===== config.mk =====
export PLATFORM = sky130hd
export DESIGN_NAME = ldst_sequencer
export DESIGN_NICKNAME = d
export VERILOG_FILES = /design/src/rtl/ldst_pkg.sv /design/src/rtl/ldst_regfile.sv /design/src/rtl/ldst_agen.sv /design/src/rtl/ldst_ctrl.sv /design/src/rtl/ldst_sequencer.sv
export SDC_FILE = /design/constraint.sdc
export NUM_CORES = 2
export LEC_CHECK = 0
export ABC_AREA = 0
export CAP_MARGIN = 10
export CORE_UTILIZATION = 58
export DETAILED_ROUTE_END_ITERATION = 7
export PLACE_DENSITY = 0.76
export SYNTH_ARGS = -nofsm -noshare
export SYNTH_HDL_FRONTEND = slang
export SYNTH_SLANG_ARGS = --single-unit

===== constraint.sdc =====
create_clock -name clk -period 6.45 [get_ports clk]
set_clock_uncertainty 0.05 [all_clocks]
set_input_delay 1.29 -clock clk [delete_from_list [all_inputs] [get_ports clk]]
set_output_delay 1.29 -clock clk [all_outputs]
set_load 0.01 [all_outputs]

===== src/rtl/ldst_pkg.sv =====
// Package: shared types of the load/store sequencer.
// Assumes: nothing beyond standard SystemVerilog.
package ldst_pkg;

    // Controller states; the bus is owned in SEQ_ADDR and SEQ_DATA.
    typedef enum logic [1:0] {
        SEQ_IDLE = 2'd0,
        SEQ_ADDR = 2'd1,
        SEQ_DATA = 2'd2,
        SEQ_WB   = 2'd3
    } seq_state_t;

endpackage


===== src/rtl/ldst_regfile.sv =====
// Module: general register file, two combinational read ports and
// one synchronous write port. Entry 0 is hard-wired to zero.
// Assumes: NREGS is a power of two; reset clears all entries.
module ldst_regfile #(
    parameter int DATA_W = 32,
    parameter int NREGS  = 32,
    localparam int AW    = $clog2(NREGS)
) (
    input  logic              clk,
    input  logic              rst_n,
    input  logic [AW-1:0]     ra_a,
    output logic [DATA_W-1:0] rd_a,
    input  logic [AW-1:0]     ra_b,
    output logic [DATA_W-1:0] rd_b,
    input  logic              we,
    input  logic [AW-1:0]     wa,
    input  logic [DATA_W-1:0] wd
);
    logic [DATA_W-1:0] cells [NREGS];

    for (genvar g = 0; g < NREGS; g++) begin : g_cell
        if (g == 0) begin : g_zero
            assign cells[g] = '0;
        end else begin : g_store
            logic [DATA_W-1:0] q;
            // Holds one register; cleared on reset, loaded on a matching write.
            always_ff @(posedge clk) begin
                if (!rst_n)
                    q <= '0;
                else if (we && wa == AW'(g))
                    q <= wd;
            end
            assign cells[g] = q;
        end
    end

    // Two independent read ports.
    assign rd_a = cells[ra_a];
    assign rd_b = cells[ra_b];

    // a write aimed at entry 0 leaves it reading zero afterwards.
    p_zero_kept_r5: assert property (@(posedge clk) disable iff (!rst_n)
        (we && wa == '0 && ra_a == '0) |=> (ra_a != '0 || rd_a == '0));

endmodule


===== src/rtl/ldst_agen.sv =====
// Module: effective-address adder, base plus index, wrapping at 2^DATA_W.
// Assumes: both operands come straight from the register file read ports.
module ldst_agen #(
    parameter int DATA_W = 32
) (
    input  logic [DATA_W-1:0] base_val,
    input  logic [DATA_W-1:0] index_val,
    output logic [DATA_W-1:0] eff_addr
);
    // Plain modular sum; carry out is discarded.
    assign eff_addr = base_val + index_val;
endmodule


===== src/rtl/ldst_ctrl.sv =====
// Module: sequencing controller. Accepts one request when idle, runs
// address then data phase on the shared bus, and for loads performs a
// write-back cycle. Port A of the register file is steered to the data
// register during the address phase so that a store fits in two ports.
// Assumes: the request is held stable while req_valid is high in idle.
module ldst_ctrl
    import ldst_pkg::*;
#(
    parameter int DATA_W = 32,
    parameter int AW     = 5
) (
    input  logic              clk,
    input  logic              rst_n,
    input  logic              req_valid,
    output logic              req_ready,
    input  logic              req_store,
    input  logic [AW-1:0]     req_reg,
    input  logic [DATA_W-1:0] eff_addr,
    input  logic [DATA_W-1:0] port_a_data,
    output logic              port_a_use_held,
    output logic [AW-1:0]     held_reg,
    output logic              bus_valid,
    input  logic              bus_ready,
    output logic              bus_write,
    output logic              bus_addr_phase,
    output logic [DATA_W-1:0] bus_ad,
    input  logic [DATA_W-1:0] bus_rdata,
    output logic              fetch_stall,
    output logic              rf_we,
    output logic [AW-1:0]     rf_wa,
    output logic [DATA_W-1:0] rf_wd
);
    seq_state_t        state;
    logic              held_store;
    logic [DATA_W-1:0] held_addr;
    logic [DATA_W-1:0] held_data;

    // State sequencing: idle -> addr -> data -> (idle | write-back).
    always_ff @(posedge clk) begin
        if (!rst_n) begin
            state <= SEQ_IDLE;
        end else begin
            unique case (state)
                SEQ_IDLE: if (req_valid) state <= SEQ_ADDR;
                SEQ_ADDR: if (bus_ready) state <= SEQ_DATA;
                SEQ_DATA: if (bus_ready) state <= held_store ? SEQ_IDLE : SEQ_WB;
                SEQ_WB:   state <= SEQ_IDLE;
                default:  state <= SEQ_IDLE;
            endcase
        end
    end

    // Request capture: operation, register number and effective address.
    always_ff @(posedge clk) begin
        if (!rst_n) begin
            held_store <= 1'b0;
            held_reg   <= '0;
            held_addr  <= '0;
        end else if (state == SEQ_IDLE && req_valid) begin
            held_store <= req_store;
            held_reg   <= req_reg;
            held_addr  <= eff_addr;
        end
    end

    // Data capture: store data at end of address phase, load data at end of data phase.
    always_ff @(posedge clk) begin
        if (!rst_n)
            held_data <= '0;
        else if (state == SEQ_ADDR && bus_ready && held_store)
            held_data <= port_a_data;
        else if (state == SEQ_DATA && bus_ready && !held_store)
            held_data <= bus_rdata;
    end

    // Output decode from state.
    always_comb begin
        req_ready       = (state == SEQ_IDLE);
        bus_valid       = (state == SEQ_ADDR) || (state == SEQ_DATA);
        bus_addr_phase  = (state == SEQ_ADDR);
        bus_write       = bus_valid && held_store;
        fetch_stall     = bus_valid;
        port_a_use_held = (state == SEQ_ADDR);
        rf_we           = (state == SEQ_WB);
        rf_wa           = held_reg;
        rf_wd           = held_data;
        if (state == SEQ_ADDR)
            bus_ad = held_addr;
        else if (state == SEQ_DATA && held_store)
            bus_ad = held_data;
        else
            bus_ad = '0;
    end

    // a phase that is not accepted holds all its bus values.
    p_phase_hold_r7: assert property (@(posedge clk) disable iff (!rst_n)
        (bus_valid && !bus_ready) |=> (bus_valid && $stable(bus_ad)
            && $stable(bus_addr_phase) && $stable(bus_write)));

    // the bus is always taken with an address phase first.
    p_addr_first_r3: assert property (@(posedge clk) disable iff (!rst_n)
        $rose(bus_valid) |-> bus_addr_phase);

    // the stall drops in the cycle after the final data transfer.
    p_stall_drop_r6: assert property (@(posedge clk) disable iff (!rst_n)
        (bus_valid && bus_ready && !bus_addr_phase) |=> !fetch_stall);

    // an accepted request makes the sequencer busy next cycle.
    p_busy_after_accept_r8: assert property (@(posedge clk) disable iff (!rst_n)
        (req_valid && req_ready) |=> !req_ready);

    // an accepted load data phase is followed by a register write.
    p_load_writeback_r4: assert property (@(posedge clk) disable iff (!rst_n)
        (bus_valid && bus_ready && !bus_addr_phase && !bus_write) |=> rf_we);

endmodule


===== src/rtl/ldst_sequencer.sv =====
// Module: top of the load/store sequencer. Joins the register file, the
// address adder and the controller; steers read port A between the
// request's base register (idle) and the held data register (address phase).
// Assumes: one outstanding request at a time, no alignment handling.
module ldst_sequencer #(
    parameter int DATA_W = 32,
    parameter int NREGS  = 32,
    localparam int AW    = $clog2(NREGS)
) (
    input  logic              clk,
    input  logic              rst_n,
    input  logic              req_valid,
    output logic              req_ready,
    input  logic              req_store,
    input  logic [AW-1:0]     req_base,
    input  logic [AW-1:0]     req_index,
    input  logic [AW-1:0]     req_reg,
    output logic              bus_valid,
    input  logic              bus_ready,
    output logic              bus_write,
    output logic              bus_addr_phase,
    output logic [DATA_W-1:0] bus_ad,
    input  logic [DATA_W-1:0] bus_rdata,
    output logic              fetch_stall
);
    logic [AW-1:0]     ra_a;
    logic [DATA_W-1:0] rd_a;
    logic [DATA_W-1:0] rd_b;
    logic [DATA_W-1:0] eff_addr;
    logic              use_held;
    logic [AW-1:0]     held_reg;
    logic              rf_we;
    logic [AW-1:0]     rf_wa;
    logic [DATA_W-1:0] rf_wd;

    // Port A steering: base when idle, data register during address phase.
    assign ra_a = use_held ? held_reg : req_base;

    ldst_regfile #(.DATA_W(DATA_W), .NREGS(NREGS)) u_rf (
        .clk   (clk),
        .rst_n (rst_n),
        .ra_a  (ra_a),
        .rd_a  (rd_a),
        .ra_b  (req_index),
        .rd_b  (rd_b),
        .we    (rf_we),
        .wa    (rf_wa),
        .wd    (rf_wd)
    );

    ldst_agen #(.DATA_W(DATA_W)) u_agen (
        .base_val  (rd_a),
        .index_val (rd_b),
        .eff_addr  (eff_addr)
    );

    ldst_ctrl #(.DATA_W(DATA_W), .AW(AW)) u_ctrl (
        .clk             (clk),
        .rst_n           (rst_n),
        .req_valid       (req_valid),
        .req_ready       (req_ready),
        .req_store       (req_store),
        .req_reg         (req_reg),
        .eff_addr        (eff_addr),
        .port_a_data     (rd_a),
        .port_a_use_held (use_held),
        .held_reg        (held_reg),
        .bus_valid       (bus_valid),
        .bus_ready       (bus_ready),
        .bus_write       (bus_write),
        .bus_addr_phase  (bus_addr_phase),
        .bus_ad          (bus_ad),
        .bus_rdata       (bus_rdata),
        .fetch_stall     (fetch_stall),
        .rf_we           (rf_we),
        .rf_wa           (rf_wa),
        .rf_wd           (rf_wd)
    );

    // the fetch stall tracks bus ownership cycle by cycle.
    p_stall_is_owner_r6: assert property (@(posedge clk) disable iff (!rst_n)
        fetch_stall == bus_valid);

    // reset leaves the bus released on the following cycle.
    p_reset_release_r9: assert property (@(posedge clk)
        (!rst_n) |=> (!bus_valid && req_ready));

endmodule


==> impl_metrics.toml <==
[run_status]
outcome = "finished with violations"
failed_checks = "design-rule violations"

[layout]
fin_cells = 7635
final_cell_mix = "nand2_1, a21oi_1, dfxtp_1, mux4_2, buf_4"
top_register = "u_rf.g_cell.g_store.q"
drive_above_1_share_pct = 17.54
final_nets = 6377
fillers = 7369
synthToLayoutAreaGrowth_pct = 12.25
largest_reg_flops = 992
final_common_cell = "nand2_1"
final_util_pct = 66.02

[setup_path]
critPathSlowestCell = "o21ai_0"
crit_start = "req_base[0]"
critPathLaunchType = "input port"
critPathMaxStageDelay_ns = 0.76
r2r_cells = 20
critPathKind = "in -> reg"
cp_cell_sequence = "clkdlybuf4s50_1 -> buf_4 -> mux2i_4 -> buf_4 -> nand2_1 -> a21oi_1 -> a21oi_1 -> a21oi_1 -> o21ai_0 -> o21ai_0 -> ha_1 -> o211ai_1 -> o21ai_0 -> o2111ai_1 -> a21oi_1 -> nor3_1 -> o31ai_1 -> a31oi_1 -> xor2_1 -> o21ai_0"
crit_required_ns = 6.97
arrival_ns = 6.69
cp-end-kind = "flop"
timing.rr.start = "u_ctrl.state[1]"
path_max_fanout = 7

[yosys]
syn_area_per_cell_um2 = 8.503
synth-main-ff-cell = "dfxtp_1"
synth.distinct_cells = 62
synth-edff-count = 0
synth_top_family_by_area = "multiplexers"
syn_inst = 6475
synth_area_mm2 = 0.05506
yosys.area_share.xor_xnor_pct = 0.2704
yosysSeqAreaShare_pct = 38.69
async_flop_share_pct = 0
synth-compound-area-share_pct = 13.59
synth_nets = 6563
synth-simple-area-share_pct = 18.83
ys_warn_count = 0
ys_ff_latch = 1064
synthAdderAreaFrac_pct = 0.8318
synth_mux_area_share_pct = 22.95

[detailed_routing]
drt_iter0_markers = 9658
routedWlPerCell_um = 28.56
drt_wl_total_um = 218000
antenna_left = 0
vias = 53446
remaining_drc_errors = 2
firstDrtPassIters = 8
via_per_inst = 7.000

[place]
post-place-ws_ns = -0.07725
io_buffers = 88
post-dp-hpwl_um = 130500
gp_congestion = 1.012
dp_cells = 7431

[sta]
slew_headroom_pct = 6.618
layout_setup_ws_ns = 0.2817
fin_crit_sh_pct = 95.63
hold_viol = 0
worst_pin_slew_ns = 1.397
finalSetupViolations = 0
period_needed_ns = 6.168
tns_ns = 0
max_freq_mhz = 162.1
slew_violations = 0
rsz0062_at_grt = "false"

[global_routing]
grt_pass1_wl_um = 316200
grt_max_degree = 137
grt_pass1_vias = 50204
grt_antenna_before_repair = 10
track_usage_pct = 44.60
grt_overflow = 0

[clock_network]
clockBufferDepth = 3
cts_resized = 0
cts_htree_levels = 3
cts_buffers = 110
insertion_delay_ns = 0.70
cts_tree = "yes"
clkSlewWorstSetupHoldPaths_ns = 0.06
cts_sinks = 1064
cts_setup_buffers = 0
cts-root-buf = "clkbuf_16"
holdBufCountCts = 0

[die]
ios = 89
num_rows = 112
die_w_um = 310.1
dieArea_mm2 = 0.09616
die_h_um = 310.1
start_util_pct = 58.81
core_mm2 = 0.09361

[flow_run]
maxCapViolCount = 0

[pwr]
cellLeakagePower_nw = 20.19
p_per_area_mw_per_mm2 = 291.8
power_mw = 18.04
peakVddDrop_uv = 307.5

[min_path]
min_path_cells = 2
worstHoldStart = "u_ctrl.held_addr[19]"
hp-class = "reg -> reg"
power by group:
group          internal (mW)  total (mW)  switching [mW]
Combinational           1.50        4.45            2.94
Clock                   3.99        6.83            2.84
Sequential              6.66        6.76           0.107
Total                   12.1        18.0            5.89
worst paths after layout:
| path | endpoint | slack [ns] |
|---|---|---|
| min reg2reg | u_ctrl.held_addr[19] | 0.40 |
| max | u_ctrl.held_addr[29] | 0.28 |
| min | u_ctrl.held_addr[19] | 0.40 |
| max reg2reg | u_ctrl.held_addr[29] | 0.37 |
cells by family (layout without fill, tap and decap cells):
group | after synthesis | in the layout
flops | 1064 | 1064
other cells | 0 | 7
buf+inv | 680 | 579
xor+xnor | 17 | 17
compound gates | 1391 | 1391
fa+ha+maj | 36 | 36
mux | 619 | 619
simple gates | 2668 | 2668
cells in the mapped netlist, types with 3 or more instances:
cell type,n,share of area [%]
xor2_1,5,0.080
o211a_1,3,0.055
mux4_2,507,21
nand2b_1,7,0.080
ha_1,35,0.80
nand4_1,5,0.057
a21o_1,6,0.082
inv_1,20,0.14
xnor2_1,12,0.19
o311ai_0,3,0.048
nor4_1,4,0.045
a21oi_1,1150,10
a211oi_1,37,0.50
o21ai_0,89,0.81
a22o_1,64,1.0
nand3b_1,5,0.068
o211ai_1,3,0.041
nor2b_1,8,0.091
mux2i_1,42,0.76
nand3_1,145,1.3
mux2_2,68,1.4
o21bai_1,5,0.068
and2_1,5,0.057
buf_4,10,0.14
or2_2,4,0.045
clkbuf_1,558,3.8
nand2_1,2344,16
nor2_1,103,0.70
buf_2,55,0.50
dfxtp_1,1064,39
o21a_1,4,0.055
or3_1,6,0.068
buf_1,35,0.24
nor3_1,26,0.24
a21boi_0,3,0.041
layer usage:
layer	global-route usage, %	vias to the layer above	share of wire (%)
met4	32.51	12	8.4
li1	-	22029	-
met2	62.63	4795	41
met3	17.44	1254	17
met5	0.2528	-	0.055
met1	55.58	25356	33
stage by stage:
stage          hold slack (ns)  area, um2
2_1_floorplan           0.3821      55060
3_3_place_gp            0.3888      57970
3_5_place_dp            0.3967      57970
4_1_cts                 0.4026      61780
5_1_grt                 0.4214      61790
6_report                0.4036      61800
cell type report:
class / count / area [um2] / area share [%]
antenna: 7 / 17.52 / 0.02834
clock buffer: 145 / 3115 / 5.041
clock inverter: 52 / 698.2 / 1.130
inverter: 21 / 86.33 / 0.1397
multi-input combinational: 4731 / 31480 / 50.94
sequential: 1064 / 21300 / 34.47
tap: 1254 / 1569 / 2.539
timing repair buffer: 361 / 3531 / 5.713
critical path, delay by kind of cell:
family	cells	cell delay, ns
AO/OA/AOI/OAI	12	2.83
multiplexers	1	0.49
adder cells (fa/ha/maj)	1	0.40
AND/OR/NAND/NOR	2	0.43
buffers and inverters	3	1.02
XOR/XNOR	1	0.22
Note: power is estimated with default switching activity, not from simulation.
